--- src/rtl/pg_pkg.sv ---
`timescale 1ns/1ps
package pg_pkg;

    localparam int unsigned CODE_PUT = 1;
    localparam int unsigned CODE_GET = 2;

    typedef enum logic [4:0] {
        ST_HDR,
        ST_DROP,
        ST_ADR,
        ST_LEN,
        ST_W3,
        ST_W4,
        ST_W5,
        ST_PDATA,
        ST_FRD,
        ST_FWAIT,
        ST_FWR,
        ST_RNODE,
        ST_RCODE,
        ST_RDST,
        ST_RLEN,
        ST_RFLG,
        ST_GRD,
        ST_GCAP,
        ST_GOUT
    } state_e;

endpackage

--- src/rtl/pg_decode.sv ---
`timescale 1ns/1ps
module pg_decode #(
    parameter int DW = 32
) (
    input  logic [DW-1:0] code,
    output logic          is_put,
    output logic          is_get
);
    always_comb begin
        is_put = (code == DW'(pg_pkg::CODE_PUT));
        is_get = (code == DW'(pg_pkg::CODE_GET));
    end
endmodule

--- src/rtl/pg_cnt.sv ---
`timescale 1ns/1ps
module pg_cnt #(
    parameter int W = 12
) (
    input  logic         clk,
    input  logic         rst_n,
    input  logic         load,
    input  logic [W-1:0] load_val,
    input  logic         dec,
    output logic         is_zero,
    output logic         is_one
);
    logic [W-1:0] cnt_d, cnt_q;

    always_comb begin
        cnt_d = cnt_q;
        if (load) begin
            cnt_d = load_val;
        end else if (dec) begin
            cnt_d = cnt_q - W'(1);
        end
        is_zero = (cnt_q == '0);
        is_one  = (cnt_q == W'(1));
    end

    always_ff @(posedge clk) begin
        if (!rst_n) begin
            cnt_q <= '0;
        end else begin
            cnt_q <= cnt_d;
        end
    end


    no_underflow_chk: assert property (@(posedge clk) disable iff (!rst_n)
        dec |-> !is_zero);
endmodule

--- src/rtl/pg_engine.sv ---
`timescale 1ns/1ps
module pg_engine #(
    parameter int DW = 32,
    parameter int AW = 16,
    parameter int LW = 12
) (
    input  logic          clk,
    input  logic          rst_n,
    input  logic          in_valid,
    output logic          in_ready,
    input  logic [DW-1:0] in_data,
    input  logic          in_last,
    output logic          out_valid,
    input  logic          out_ready,
    output logic [DW-1:0] out_data,
    output logic          out_last,
    output logic          mem_req,
    output logic          mem_we,
    output logic [AW-1:0] mem_addr,
    output logic [DW-1:0] mem_wdata,
    input  logic [DW-1:0] mem_rdata,
    output logic          err
);
    import pg_pkg::*;

    localparam logic [AW-1:0] ADDR_STEP = AW'(1);
    localparam logic [DW-1:0] FLAG_STEP = DW'(1);

    typedef struct packed {
        state_e        st;
        logic          is_get;
        logic [AW-1:0] addr;
        logic [AW-1:0] flag;
        logic [LW-1:0] len;
        logic [DW-1:0] node;
        logic [AW-1:0] rdst;
        logic [AW-1:0] rflag;
        logic [DW-1:0] data;
        logic          err;
    } regs_t;

    regs_t r_d, r_q;

    logic hdr_put, hdr_get;
    logic cnt_load, cnt_dec, cnt_zero, cnt_one;

    pg_decode #(.DW(DW)) u_decode (
        .code   (in_data),
        .is_put (hdr_put),
        .is_get (hdr_get)
    );

    pg_cnt #(.W(LW)) u_cnt (
        .clk      (clk),
        .rst_n    (rst_n),
        .load     (cnt_load),
        .load_val (in_data[LW-1:0]),
        .dec      (cnt_dec),
        .is_zero  (cnt_zero),
        .is_one   (cnt_one)
    );

    always_comb begin
        r_d       = r_q;
        r_d.err   = 1'b0;
        in_ready  = 1'b0;
        out_valid = 1'b0;
        out_data  = '0;
        out_last  = 1'b0;
        mem_req   = 1'b0;
        mem_we    = 1'b0;
        mem_addr  = r_q.addr;
        mem_wdata = in_data;
        cnt_load  = 1'b0;
        cnt_dec   = 1'b0;

        case (r_q.st)
            ST_HDR: begin
                in_ready = 1'b1;
                if (in_valid) begin
                    if (hdr_put) begin
                        r_d.is_get = 1'b0;
                        r_d.st     = ST_ADR;
                    end else if (hdr_get) begin
                        r_d.is_get = 1'b1;
                        r_d.st     = ST_ADR;
                    end else begin
                        r_d.err = 1'b1;
                        r_d.st  = in_last ? ST_HDR : ST_DROP;
                    end
                end
            end
            ST_DROP: begin
                in_ready = 1'b1;
                if (in_valid && in_last) begin
                    r_d.st = ST_HDR;
                end
            end
            ST_ADR: begin
                in_ready = 1'b1;
                if (in_valid) begin
                    r_d.addr = in_data[AW-1:0];
                    r_d.st   = ST_LEN;
                end
            end
            ST_LEN: begin
                in_ready = 1'b1;
                if (in_valid) begin
                    r_d.len  = in_data[LW-1:0];
                    cnt_load = 1'b1;
                    r_d.st   = ST_W3;
                end
            end
            ST_W3: begin
                in_ready = 1'b1;
                if (in_valid) begin
                    if (r_q.is_get) begin
                        r_d.node = in_data;
                        r_d.st   = ST_W4;
                    end else begin
                        r_d.flag = in_data[AW-1:0];
                        r_d.st   = cnt_zero ? ST_FRD : ST_PDATA;
                    end
                end
            end
            ST_W4: begin
                in_ready = 1'b1;
                if (in_valid) begin
                    r_d.rdst = in_data[AW-1:0];
                    r_d.st   = ST_W5;
                end
            end
            ST_W5: begin
                in_ready = 1'b1;
                if (in_valid) begin
                    r_d.rflag = in_data[AW-1:0];
                    r_d.st    = ST_RNODE;
                end
            end
            ST_PDATA: begin
                in_ready = 1'b1;
                if (in_valid) begin
                    mem_req  = 1'b1;
                    mem_we   = 1'b1;
                    mem_addr = r_q.addr;
                    r_d.addr = r_q.addr + ADDR_STEP;
                    cnt_dec  = 1'b1;
                    if (cnt_one) begin
                        r_d.st = ST_FRD;
                    end
                end
            end
            ST_FRD: begin
                mem_req  = 1'b1;
                mem_addr = r_q.flag;
                r_d.st   = ST_FWAIT;
            end
            ST_FWAIT: begin
                r_d.data = mem_rdata + FLAG_STEP;
                r_d.st   = ST_FWR;
            end
            ST_FWR: begin
                mem_req   = 1'b1;
                mem_we    = 1'b1;
                mem_addr  = r_q.flag;
                mem_wdata = r_q.data;
                r_d.st    = ST_HDR;
            end
            ST_RNODE: begin
                out_valid = 1'b1;
                out_data  = r_q.node;
                if (out_ready) r_d.st = ST_RCODE;
            end
            ST_RCODE: begin
                out_valid = 1'b1;
                out_data  = DW'(CODE_PUT);
                if (out_ready) r_d.st = ST_RDST;
            end
            ST_RDST: begin
                out_valid = 1'b1;
                out_data  = DW'(r_q.rdst);
                if (out_ready) r_d.st = ST_RLEN;
            end
            ST_RLEN: begin
                out_valid = 1'b1;
                out_data  = DW'(r_q.len);
                if (out_ready) r_d.st = ST_RFLG;
            end
            ST_RFLG: begin
                out_valid = 1'b1;
                out_data  = DW'(r_q.rflag);
                out_last  = cnt_zero;
                if (out_ready) r_d.st = cnt_zero ? ST_HDR : ST_GRD;
            end
            ST_GRD: begin
                mem_req  = 1'b1;
                mem_addr = r_q.addr;
                r_d.addr = r_q.addr + ADDR_STEP;
                cnt_dec  = 1'b1;
                r_d.st   = ST_GCAP;
            end
            ST_GCAP: begin
                r_d.data = mem_rdata;
                r_d.st   = ST_GOUT;
            end
            ST_GOUT: begin
                out_valid = 1'b1;
                out_data  = r_q.data;
                out_last  = cnt_zero;
                if (out_ready) r_d.st = cnt_zero ? ST_HDR : ST_GRD;
            end
            default: begin
                r_d.st = ST_HDR;
            end
        endcase
    end

    always_ff @(posedge clk) begin
        if (!rst_n) begin
            r_q <= '0;
        end else begin
            r_q <= r_d;
        end
    end

    assign err = r_q.err;


    reply_hold_chk: assert property (@(posedge clk) disable iff (!rst_n)
        (out_valid && !out_ready) |=> (out_valid && $stable(out_data) && $stable(out_last)));


    hold_off_chk: assert property (@(posedge clk) disable iff (!rst_n)
        out_valid |-> !in_ready);


    err_after_accept_chk: assert property (@(posedge clk) disable iff (!rst_n)
        err |-> $past(in_valid && in_ready));


    reply_cause_chk: assert property (@(posedge clk) disable iff (!rst_n)
        $rose(out_valid) |-> ($past(in_valid && in_ready) || $past(mem_req && !mem_we, 2)));
endmodule

--- config.mk ---
export PLATFORM = sky130hd
export DESIGN_NAME = pg_engine
export DESIGN_NICKNAME = d
export VERILOG_FILES = /design/src/rtl/pg_pkg.sv /design/src/rtl/pg_decode.sv /design/src/rtl/pg_cnt.sv /design/src/rtl/pg_engine.sv
export SDC_FILE = /design/constraint.sdc
export NUM_CORES = 1
export LEC_CHECK = 0
export BUFFER_PORTS_ARGS = -buffer_cell sky130_fd_sc_hd__buf_2
export CAP_MARGIN = 20
export CORE_AREA = 4 4 126 128
export DETAILED_ROUTE_END_ITERATION = 8
export DIE_AREA = 0 0 130 132
export PLACE_DENSITY = 0.81
export SYNTH_ARGS = -nofsm -noshare
export SYNTH_HDL_FRONTEND = slang
export SYNTH_SLANG_ARGS = --single-unit
--- constraint.sdc ---
create_clock -name clk -period 4.2 [get_ports clk]
set_input_delay 0.21 -clock clk [delete_from_list [all_inputs] [get_ports clk]]
set_output_delay 0.21 -clock clk [all_outputs]
set_load 0.02 [all_outputs]
# Yosys cells after proc, flatten, opt, wreduce, memory -nomap -nowiden
# Cells that the tools add are included.
[word_totals]
regBits = 159
inputBits = 69
out_inout_bits = 86
wordCells = 114
[classes]
addsub = 3
eq_ne = 35
muxes = 40
bitwise_logic = 4
n_reduce_logical = 21
[ops]
columns = ["op", "n"]
rows = [
  ["case mux 32 bit (6 select lines)", 1],
  ["case mux 5 bit (17 select lines)", 1],
  ["2-to-1 mux 5 bit", 14],
  ["case mux 32 bit (2 select lines)", 1],
  ["2-to-1 mux 16 bit", 3],
  ["case mux 16 bit (3 select lines)", 1],
  ["equality test 5 x 4 -> 1 bit, second input constant", 8],
  ["adder 32 x 1 -> 32 bit, second input constant", 1],
  ["equality test 32 x 1 -> 1 bit, second input constant", 1],
  ["equality test 32 x 2 -> 1 bit, second input constant", 1],
  ["2-to-1 mux 32 bit", 1],
  ["inequality test 2 bit, second input constant", 13],
  ["2-to-1 mux 12 bit", 2],
  ["equality test 5 x 3 -> 1 bit, second input constant", 4],
  ["adder 16 x 1 -> 16 bit, second input constant", 1],
  ["equality test 5 bit, second input constant", 3],
  ["AND reduction 14 bit", 1],
  ["equality test 12 x 1 -> 1 bit, second input constant", 1],
  ["zero test 12 bit", 1],
  ["2-to-1 mux 6 bit", 2],
  ["AND reduction 3 bit", 4],
  ["subtractor 12 x 1 -> 12 bit, second input constant", 1],
  ["equality test 5 x 2 -> 1 bit, second input constant", 2],
  ["2-to-1 mux 1 bit", 8],
  ["other kinds (16)", 27],
]

# Logic depth before layout (Yosys ltp)
# Gate-level depths: netlist (run 1).
[logic_depth]
word_depth = 5
ltp_mapped = 8
ltp_nobuf = 6

# Modules after synthesis
# From an unflattened synthesis (run 1), not the netlist that was laid out.
[hier_totals]
hier_cells = 1101
hier_area_um2 = 8735.9
[by_module_without_submodules]
columns = ["mod", "n_inst", "cells_each", "area_per_inst_um2", "seq_area_each_um2"]
rows = [
  ["pg_engine", 1, 1004, 7923.8, 2942.8],
  ["pg_cnt", 1, 83, 721.9, 240.2],
  ["pg_decode", 1, 14, 90.1, 0.0],
]

# Worst setup path after synthesis (run 1)
# Ideal clock, no wire load.
[synth_path]
path_kind = "reg-to-output"
start = "reg r_q[143] (netlist bit)"
end = "out out_last"
arrival_ps = 2036
slack_ps = 1954
stages_incl_launch_ff = 7
path_cell_list = "dfxtp_1 clkbuf_1 nand2_1 nor3_1 clkbuf_1 nor2_1 nor2_1"
[synth_between]
elab_chain_cells = 3
word_cells_on_any_way = 4
[synth_rtl]
columns = ["item", "line_no", "source"]
rows = [
  ["from (decl)", "pg_engine.sv:42", "regs_t r_d, r_q;"],
  ["from (signal assigned)", "pg_engine.sv:222", "r_q <= r_d;"],
  ["equality test 5 bit / equality test 5 x 4 -> 1 bit (equally long branches)", "pg_engine.sv:77", "case (r_q.st)"],
  ["OR reduction 2 bit (no line) *", "-", ""],
  ["2-to-1 mux 1 bit *", "pg_engine.sv:77", ""],
  ["to (decl)", "pg_engine.sv:16", "output logic out_last,"],
]
# Mark *: on every way between the ends. The rest lies on a longest branch, timed or not.

# Worst setup path after layout (run 1)
[layout_path]
start = "reg r_q[146] (netlist bit)"
end = "out out_data[19]"
[layout_between]
elab_chain_cells = 2
word_cells_on_any_way = 7
[layout_rtl]
columns = ["item", "line_no", "source"]
rows = [
  ["equality test 5 bit / equality test 5 x 4 -> 1 bit (equally long branches)", "pg_engine.sv:77", ""],
  ["case mux 32 bit (6 select lines) *", "pg_engine.sv:77", ""],
  ["to (decl)", "pg_engine.sv:15", "output logic [DW-1:0] out_data,"],
]
# Marks and branches as above.

==> results of run 1 <==
kinds of logic (layout without fill, tap and decap cells):
kind of cell    Yosys count  count (layout)  share of synthesized area (%)
flops                   159             159                           37.9
buf+inv                 107             222                           4.87
simple gates            413             413                           22.9
fa+ha+maj                 4               4                          0.596
xor+xnor                 38              38                           3.97
compound gates          308             308                           23.0
mux                      51              51                           6.78
critical path, delay by kind of cell, from the launching register on:
kind                   cells  cell delay, ns
flip-flops                 1            0.75
buffers and inverters      2            0.48
AND/OR/NAND/NOR            2            1.22
AO/OA/AOI/OAI              1            0.18
final cells by class:
type	instances	area [µm²]
Sequential cell	159	3180
Clock buffer	17	425
Multi-Input combinational cell	814	4820
Clock inverter	15	186
Fill cell	1293	5020
Inverter	15	57.6
Tap cell	188	235
Timing Repair Buffer	175	941
state kept, by name, summed over array words and instances (netlist names):
| register | flops |
|---|---|
| r_q | 146 |
| u_cnt.cnt_q | 12 |
| err | 1 |
placed cells by master, fill, tap and decap left out, drive strengths merged, types with 21 or more instances in the layout:
| master | instances |
|---|---|
| mux2 | 47 |
| o21ai | 48 |
| nor2 | 36 |
| xor2 | 27 |
| dfxtp | 159 |
| nand4 | 27 |
| nand2 | 221 |
| a21oi | 144 |
| nand3 | 44 |
| buf | 175 |
| a22o | 21 |
stage by stage:
stage	area (µm²)	utilization, %	hold WS [ns]
after floorplan	8390	-	0.346
after global placement	9220	62.0	0.440
after detailed placement	9220	62.0	0.443
after CTS	9830	66.1	0.0223
after global routing	9850	66.2	0.0150
final	9850	66.2	0.0309
power groups by stage:
stage	registers (µW)	clock network, µW	logic [µW]
floorplan	1600	0	313
global placement	1630	0	442
detailed placement	1630	0	445
CTS	1600	1620	448
global route	1610	1690	494
finish	1600	1620	457
layer usage:
metal	track usage (%)	up-vias
met5	0	-
met4	14.1	0
met3	9.20	87
met2	49.3	557
met1	39.6	4078
li1	-	4085
worst min-delay path by stage:
stage | start | end | slack [ns] | cells past startpoint
3_3_place_gp | r_q[115]$_SDFFE_PN0P_ | r_q[115]$_SDFFE_PN0P_ | 0.44 | 2
5_1_grt | in_data[21] | r_q[86]$_SDFFE_PN0P_ | 0.01 | 3
3_5_place_dp | r_q[124]$_SDFFE_PN0P_ | r_q[124]$_SDFFE_PN0P_ | 0.44 | 2
6_report | in_data[28] | r_q[93]$_SDFFE_PN0P_ | 0.03 | 3
4_1_cts | in_data[28] | r_q[93]$_SDFFE_PN0P_ | 0.02 | 3
2_1_floorplan | in_data[11] | r_q[44]$_SDFFE_PN0P_ | 0.35 | 2
==> reports/results.txt, run 1 <==
Clk pwr share -> 44.0%
Worst path slowest cell -> dfxtp_1
Post-synth top flop -> dfxtp_1
Max VDD drop -> 350 µV
Most frequent cells after synthesis -> nand2_1, dfxtp_1, a21oi_1, clkbuf_1, o21ai_0
Die area -> 17200 µm²
DR iter-0 viols -> 1221
Final antenna-violating net count -> 0
Crit path to -> out_data[19]
Worst Setup Start Kind -> flip-flop
Period utilisation layout -> 78.3%
Post-synthesis area per instance -> 7.77 µm²
Register bit total from synthesis -> 159
CTS tree -> yes
H-tree depth -> 4
I/O pin cnt -> 155
Synth async-reset ratio -> 0%
Post-CTS sizing -> 0
Sequential area share after synthesis -> 37.9%
Leak pwr -> 0.00370 µW
Num rows -> 45
Placed Cells -> 1349
Post-layout min period -> 3.29 ns
Clock transition at the registers of the reported paths -> 0.06 ns
HP Class -> input port to flip-flop
CP arrival -> 3.08 ns
Die Ht -> 132 µm
Fmax -> 0.304 GHz
Reg power frac -> 43.6%
Post-CTS Setup Inserts -> 0
RSZ-0062 raised after global routing -> false
Fin. max-slew vios -> 0
Worst R2R End -> r_q[46]$_SDFFE_PN0P_
Slew headroom -> 34.1%
Port bufs -> 154
Vias -> 8807
Die Width -> 130 µm
Total of max-cap violations -> 0
Hpwl dp -> 18200 µm
Switch share -> 27.9%
Setup TNS -> 0 ns
Worst r2r path cells -> 4
Initial core utilization -> 56.5%
Ys Warns -> 0
Share of layout cells above drive strength 1 -> 22.3%
Clk Tree Root Cell -> clkbuf_16
Tot Pwr -> 3680 µW
Gr usage total -> 31.4%
Area share of the largest cell type after synthesis -> 37.9%
Post-Synthesis Cells -> 1080
Ranking of synthesized cells by area -> dfxtp_1, nand2_1, a21oi_1, mux2_2, clkbuf_1
Met2 Wirelength -> 12900 µm
Wirelength per Cell -> 20.0 µm
Required @ worst endpoint -> 3.99 ns
Congestion Overflow GR -> 0
TritonCTS Buffers -> 17
Drt drc -> 0
Area Growth Syn to Fin -> 17.3%
Kind of critical path -> flip-flop to output pin
Critical Path Source -> r_q[146]$_SDFFE_PN0P_
Clock Skews -> 0.0131 ns
Hold_buf cts -> 0
Worst path cell trace -> or3b_1, nor2_2, buf_4, a22o_1, buf_2
Cell-internal power -> 2650 µW
Final WS setup -> 0.912 ns
Highest routed layer -> met4
Final setup violation count -> 0
WL met1 -> 10600 µm
Post-synth EDFFs -> 0
Number of global-route vias before repair -> 7987
Reg-to-reg slack, setup -> 1.17 ns
Outcome -> complete, no violations
Comb power frac -> 12.4%
Final nets -> 1255
Area leader, netlist -> dfxtp_1
Worst-Margin Slew -> 0.986 ns
Final Hold Viols -> 0
Longest Clk Path Bufs -> 2
Netlist Area Pre-Place -> 8390 µm²
Clock Sinks -> 159
Endpoint class of the critical path -> output pin
TritonRoute pass-1 iters -> 8
Fin cells -> 1383
Power Density -> 373 nW/µm²
Largest net degree at the start of global routing -> 89
Routability cong. -> 0.856
Worst-path fanout max -> 20
Psw -> 1020 µW
Initial antenna violation count -> 0
Worst reg2reg startpoint -> r_q[144]$_SDFFE_PN0P_
N_diodes -> 0
Slowest stage delay, CP -> 0.75 ns
Via density per instance -> 6.37
Dpl ws -> 1.40 ns
Post-Syn Nets -> 1153
Clock latency on the worst-skew pair -> 0.44 ns
Distinct cells, synth -> 61
Met3 wire length -> 2930 µm
First-pass GRT wire length -> 42800 µm
Count leader, synth -> nand2_1
Core area -> 14900 µm²
Total wire length -> 27600 µm
No activity file was read; power rests on OpenSTA's default activity.
==> run 2, diff against run 1 <==
Settings changed: CORE_AREA 4 4 126 128 to 4 4 134 136, DIE_AREA 0 0 130 132 to 0 0 138 140, PLACE_DENSITY 0.81 to 0.76.
Clock period 4.2 ns to 2.9 ns, I/O delays scaled along.
==> run 2 against run 1 <==
Against the previous run: sequential share of layout area is 1.0 points lower; power up 41%; hold slack got worse by 0.018 ns; critical path depth rose by 1; clock-buffer cell count grew 2; sequential power rose by 44%; final area increased by 3.3%; die area up 13%; register-to-register slack lost 0.69 ns; combinational power is 56% higher; first-iteration DRC count decreased by 21%; highest routed layer unchanged.
==> reports/results.txt, run 2 (same netlist as run 1, synthesis figures left out) <==
Power Density -> 509 nW/µm²
Number of global-route vias before repair -> 8282
Gr usage total -> 27.8%
TritonRoute pass-1 iters -> 6
H-tree depth -> 4
Total of max-cap violations -> 0
Worst-path fanout max -> 16
Post-layout instance area -> 10200 µm²
Routability cong. -> 0.949
Final core occ -> 60.0%
Placed Cells -> 1404
I/O pin cnt -> 155
Num rows -> 48
Max VDD drop -> 467 µV
Endpoint class of the critical path -> output pin
Required @ worst endpoint -> 2.76 ns
Die area -> 19300 µm²
HP Class -> input port to flip-flop
Outcome -> complete, no violations
Drt drc -> 0
Post-CTS Setup Inserts -> 0
Initial antenna violation count -> 0
Core area -> 16900 µm²
Final nets -> 1287
Critical Path Source -> r_q[143]$_SDFFE_PN0P_
Wirelength per Cell -> 19.2 µm
Clock transition at the registers of the reported paths -> 0.06 ns
Via density per instance -> 6.04
Reg with most FFs -> r_q
# fillers -> 1559
Placed Area -> 9440 µm²
Port bufs -> 154
Hpwl dp -> 19100 µm
Clock latency on the worst-skew pair -> 0.44 ns
Area Growth Syn to Fin -> 21.2%
Final setup violation count -> 0
Most frequent cells in the layout -> nand2_1, dfxtp_1, buf_2
Period utilisation layout -> 95.4%
Fmax -> 0.361 GHz
Highest routed layer -> met4
Worst Setup Start Kind -> flip-flop
Initial core utilization -> 49.6%
CP arrival -> 2.62 ns
Final Hold Viols -> 0
Worst-Margin Slew -> 0.893 ns
First-pass GRT wire length -> 43700 µm
Die Ht -> 140 µm
Vias -> 8770
TritonCTS Buffers -> 17
Fin. max-slew vios -> 0
Post-layout min period -> 2.77 ns
N_diodes -> 0
Worst reg2reg startpoint -> r_q[144]$_SDFFE_PN0P_
RSZ-0062 raised after global routing -> false
Clock Skews -> 0.00718 ns
Met3 wire length -> 2640 µm
Largest net degree at the start of global routing -> 64
Die Width -> 138 µm
Longest Clk Path Bufs -> 2
Clk Tree Root Cell -> clkbuf_16
Kind of critical path -> flip-flop to output pin
Commonest non-fill, non-tap cell in the layout -> nand2_1
Total wire length -> 27800 µm
WL met1 -> 11000 µm
Clock Sinks -> 159
Congestion Overflow GR -> 0
Hold Path Origin -> out_ready
Slew headroom -> 40.5%
Leak pwr -> 0.00385 µW
DR iter-0 viols -> 968
Largest register FFs -> 146
Share of layout cells above drive strength 1 -> 23.2%
Setup TNS -> 0 ns
Final antenna-violating net count -> 0
CTS tree -> yes
Fin cells -> 1452
Met2 Wirelength -> 13400 µm
Tot Pwr -> 5180 µW
==> run 2: cell count changes in the layout (fill, tap and decap cells not counted), moves of 3 or more <==
cell / change
buf_12: +3
buf_4: +13
clkinv_2: +4
clkinv_4: -3
dlygate4sd3_1: +16
==> run 2: final cells by class <==
cell class,count,area (µm²),share of cell area (%)
multi-input combinational,814,4820,47.4
clock inverter,13,110,1.08
clock buffer,19,453,4.45
sequential,159,3190,31.3
timing repair buffer,207,1260,12.4
tap,225,282,2.77
inverter,15,57.6,0.566
==> run 2: worst paths after layout <==
path | to | slack (ns) | cells past startpoint
min | r_q[146]$_SDFFE_PN0P_ | 0.01 | 4
min reg2reg | r_q[114]$_SDFFE_PN0P_ | 0.45 | 2
max reg2reg | r_q[145]$_SDFFE_PN0P_ | 0.48 | 6
max | out_data[5] | 0.13 | 6
==> run 2: where the power goes <==
part           switching (µW)  internal [µW]  total (µW)
clock network             938           1220        2160
registers                69.3           2240        2310
logic                     448            266         714
==> run 2: through the flow <==
stage                     hold WS [ns]  worst slack [ns]
after floorplan                  0.281             0.719
after global placement           0.409             0.528
after detailed placement         0.412             0.425
after CTS                      0.00412            0.0746
after global routing            0.0236            0.0213
final                           0.0127             0.133
==> run 2: per-layer routing <==
metal  global-route usage (%)  up-vias
met2                     47.1      414
met5                        0        -
met4                     10.3        0
met1                     33.6     4142
li1                         -     4144
met3                     8.19       70
==> run 2: worst max-delay path, cell delays in order (launching register included) <==
cell,delay [ns]
dfxtp_1,0.63
nand2b_1,0.37
nor2_1,0.19
buf_4,0.23
a222oi_1,0.45
nand2_1,0.12
buf_2,0.18
==> run 2: repair_timing <==
item / CTS / global route
gates resized for setup: 0 / 2
endpoints found under the hold margin: 16 / 0
endpoints found under the setup margin: 0 / 15
hold buffers: 16 / 0
==> run 3, diff against run 2 <==
Settings changed: ABC_AREA set to 1, CORE_AREA 4 4 134 136 to 4 4 139 141, DIE_AREA 0 0 138 140 to 0 0 143 145, PLACE_DENSITY 0.76 to 0.75, RECOVER_POWER set to 50.
==> run 3 against run 2 <==
Against the previous run: non-clock buffer count shrank 19; wire length grew 8.4%; final area grew 4.2%; global-route usage grew 0.73 points; clock power grew 2%; setup slack gained 0.11 ns; maximum frequency grew 4.2%; power shrank 8.3%; clock skew grew 0.0053 ns.
==> reports/results.txt, run 3 <==
Outcome -> complete, no violations
Post-Syn Nets -> 1502
DR iter-0 viols -> 840
CP Depth -> 8
Longest Clk Path Bufs -> 2
Ys Warns -> 0
CP Buf/Inv Count -> 2
Port bufs -> 154
Area Growth Syn to Fin -> 17.3%
Cell-internal power -> 3510 µW
Comb power frac -> 7.5%
Core area -> 18000 µm²
N_diodes -> 0
Area share of the largest cell type after synthesis -> 35.2%
Fin. max-slew vios -> 0
Worst r2r path cells -> 10
TritonCTS Buffers -> 17
Post-layout min period -> 2.66 ns
Largest register FFs -> 146
Most frequent cells in the layout -> nand2_1, nor2_1, o21ai_0
Netlist Area Pre-Place -> 9040 µm²
Required @ worst endpoint -> 2.76 ns
Die Ht -> 145 µm
Synth async-reset ratio -> 0%
Reg power frac -> 46.0%
Clock latency on the worst-skew pair -> 0.44 ns
Clock Skews -> 0.0125 ns
Commonest non-fill, non-tap cell in the layout -> nand2_1
# fillers -> 1732
Num rows -> 49
CP arrival -> 2.51 ns
Wirelength per Cell -> 16.7 µm
Routability cong. -> 0.996
Endpoint class of the critical path -> output pin
Die Width -> 143 µm
Final antenna-violating net count -> 0
Clk Tree Root Cell -> clkbuf_16
Final setup violation count -> 0
Worst-Margin Slew -> 1.35 ns
Reg with most FFs -> r_q
Worst Setup Start Kind -> flip-flop
Post-synth EDFFs -> 0
Number of global-route vias before repair -> 9091
Sequential area share after synthesis -> 35.2%
Total wire length -> 30200 µm
Multi-input logic area -> 4900 µm²
Post-Synthesis Cells -> 1429
Hpwl dp -> 21600 µm
Worst-path fanout max -> 28
Clock Sinks -> 159
Period utilisation layout -> 91.6%
Tot Pwr -> 4750 µW
I/O pin cnt -> 155
Final Hold Viols -> 0
Leak pwr -> 0.00483 µW
Distinct cells, synth -> 45
Kind of critical path -> flip-flop to output pin
Clock transition at the registers of the reported paths -> 0.07 ns
Count leader, synth -> nand2_1
Crit path to -> out_data[2]
Clk pwr share -> 46.6%
Most frequent cells after synthesis -> nand2_1, nor2_1, o21ai_0, dfxtp_1, inv_1
H-tree depth -> 4
Hold Path Origin -> mem_rdata[1]
Area leader, netlist -> dfxtp_1
Post-synth top flop -> dfxtp_1
Register bit total from synthesis -> 159
Gr usage total -> 28.5%
RSZ-0062 raised after global routing -> false
Setup TNS -> 0 ns
Drt drc -> 0
Slew headroom -> 9.86%
Fmax -> 0.377 GHz
Total of max-cap violations -> 0
Final nets -> 1638
Slowest stage delay, CP -> 0.40 ns
TritonRoute pass-1 iters -> 5
CP top delay family -> simple AND/OR/NAND/NOR gates
Reg-to-reg slack, setup -> 0.33 ns
Power Density -> 448 nW/µm²
Post-synthesis area per instance -> 6.32 µm²
First-pass GRT wire length -> 47700 µm
Final core occ -> 59.0%
Congestion Overflow GR -> 0
Via density per instance -> 5.54
Ranking of synthesized cells by area -> dfxtp_1, nand2_1, o21ai_0, nor2_1, a21oi_1
Worst path cell trace -> nor2_2, nand2_1, nor2_2, inv_2, o22ai_1, a21oi_1, nand2_1, buf_2
Seq. cell area -> 3180 µm²
Die area -> 20700 µm²
Worst path slowest cell -> dfxtp_1
Switch share -> 26.2%
CTS tree -> yes
Worst reg2reg startpoint -> r_q[145]$_SDFFE_PN0P_
Vias -> 10009
HP Class -> input port to flip-flop
Share of layout cells above drive strength 1 -> 13.9%
Critical Path Source -> r_q[145]$_SDFFE_PN0P_
Max VDD drop -> 546 µV
Initial antenna violation count -> 1
Largest net degree at the start of global routing -> 116
Psw -> 1240 µW
Worst R2R End -> r_q[130]$_SDFFE_PN0P_
Initial core utilization -> 50.3%
## run 3: cell count changes in the layout (fill, tap and decap cells not counted), sizes merged, moves of 27 or more
cell / before / now
nor2: 36 / 205
inv: 17 / 163
o21ai: 48 / 170
nand2: 221 / 339
mux2: 47 / 2
buf: 191 / 164
nand3: 44 / 71
## run 3: logic make-up (layout without fill, tap and decap cells)
family	Yosys count	after routing	synth area share (%)
AOI/OAI and AO/OA	361	361	21.5
xor gates and xnor gates	25	25	2.42
adders and majority gates	4	4	0.554
buffers and inverters	229	378	10.2
DFF	159	159	35.2
muxes	2	2	0.249
and+or+nand+nor	649	649	29.9
## run 3: cell type report
cell class,instances,share of cell area (%)
Multi-Input combinational cell,1041,46.2
Sequential cell,159,30.0
Timing Repair Buffer,188,9.99
Inverter,158,5.62
Clock buffer,17,4.01
Tap cell,229,2.70
Clock inverter,15,1.44
## run 3: worst min path at each step
stage / to / slack [ns] / depth (start not counted)
2_1_floorplan: r_q[117]$_SDFFE_PN0P_ / 0.28 / 2
3_3_place_gp: r_q[94]$_SDFFE_PN0P_ / 0.40 / 3
3_5_place_dp: r_q[83]$_SDFFE_PN0P_ / 0.41 / 3
4_1_cts: r_q[2]$_SDFFE_PN0P_ / 0.02 / 3
5_1_grt: r_q[61]$_SDFFE_PN0P_ / 0.04 / 3
6_report: r_q[2]$_SDFFE_PN0P_ / 0.03 / 3
## run 3: timing repair
action,CTS,global route
hold endpoints to repair,16,0
buffers inserted,0,0
setup endpoints to repair,0,14
resized for setup,0,1
hold buffers,16,0
## run 3: power groups by stage
stage	Combinational (µW)	Clock (µW)	Sequential [µW]
finish	354	2210	2190
global placement	332	0	2240
global route	384	2340	2180
floorplan	169	0	2240
CTS	350	2230	2190
detailed placement	333	0	2240
## run 3: layer usage
layer  up-vias  part of all wire [%]  global-route usage, %
met5         -                 0.046                      0
met4         2                   3.0                   9.70
met3        70                   8.5                   5.40
met2       434                    46                   45.6
met1      4578                    42                   38.7
li1       4925                     -                      -
## run 3: metrics by stage
step	cell area, µm²	instances	setup WS [ns]	hold slack, ns
2_1_floorplan	9040	1429	1.07	0.280
4_1_cts	10700	1807	0.156	0.0194
5_1_grt	10600	1807	0.0720	0.0353
3_3_place_gp	9920	1759	0.682	0.404
3_5_place_dp	9920	1759	0.634	0.411
6_report	10600	1807	0.244	0.0339
## run 3: worst reg2reg max path: stages, from the launching register on
cell	delay [ns]
dfxtp_1	0.49
nor2_2	0.13
nand3_1	0.21
inv_2	0.06
nor2_2	0.63
nand2_2	0.09
nand2_2	0.35
inv_4	0.17
nand2_1	0.11
nand2_1	0.06
a21oi_1	0.18
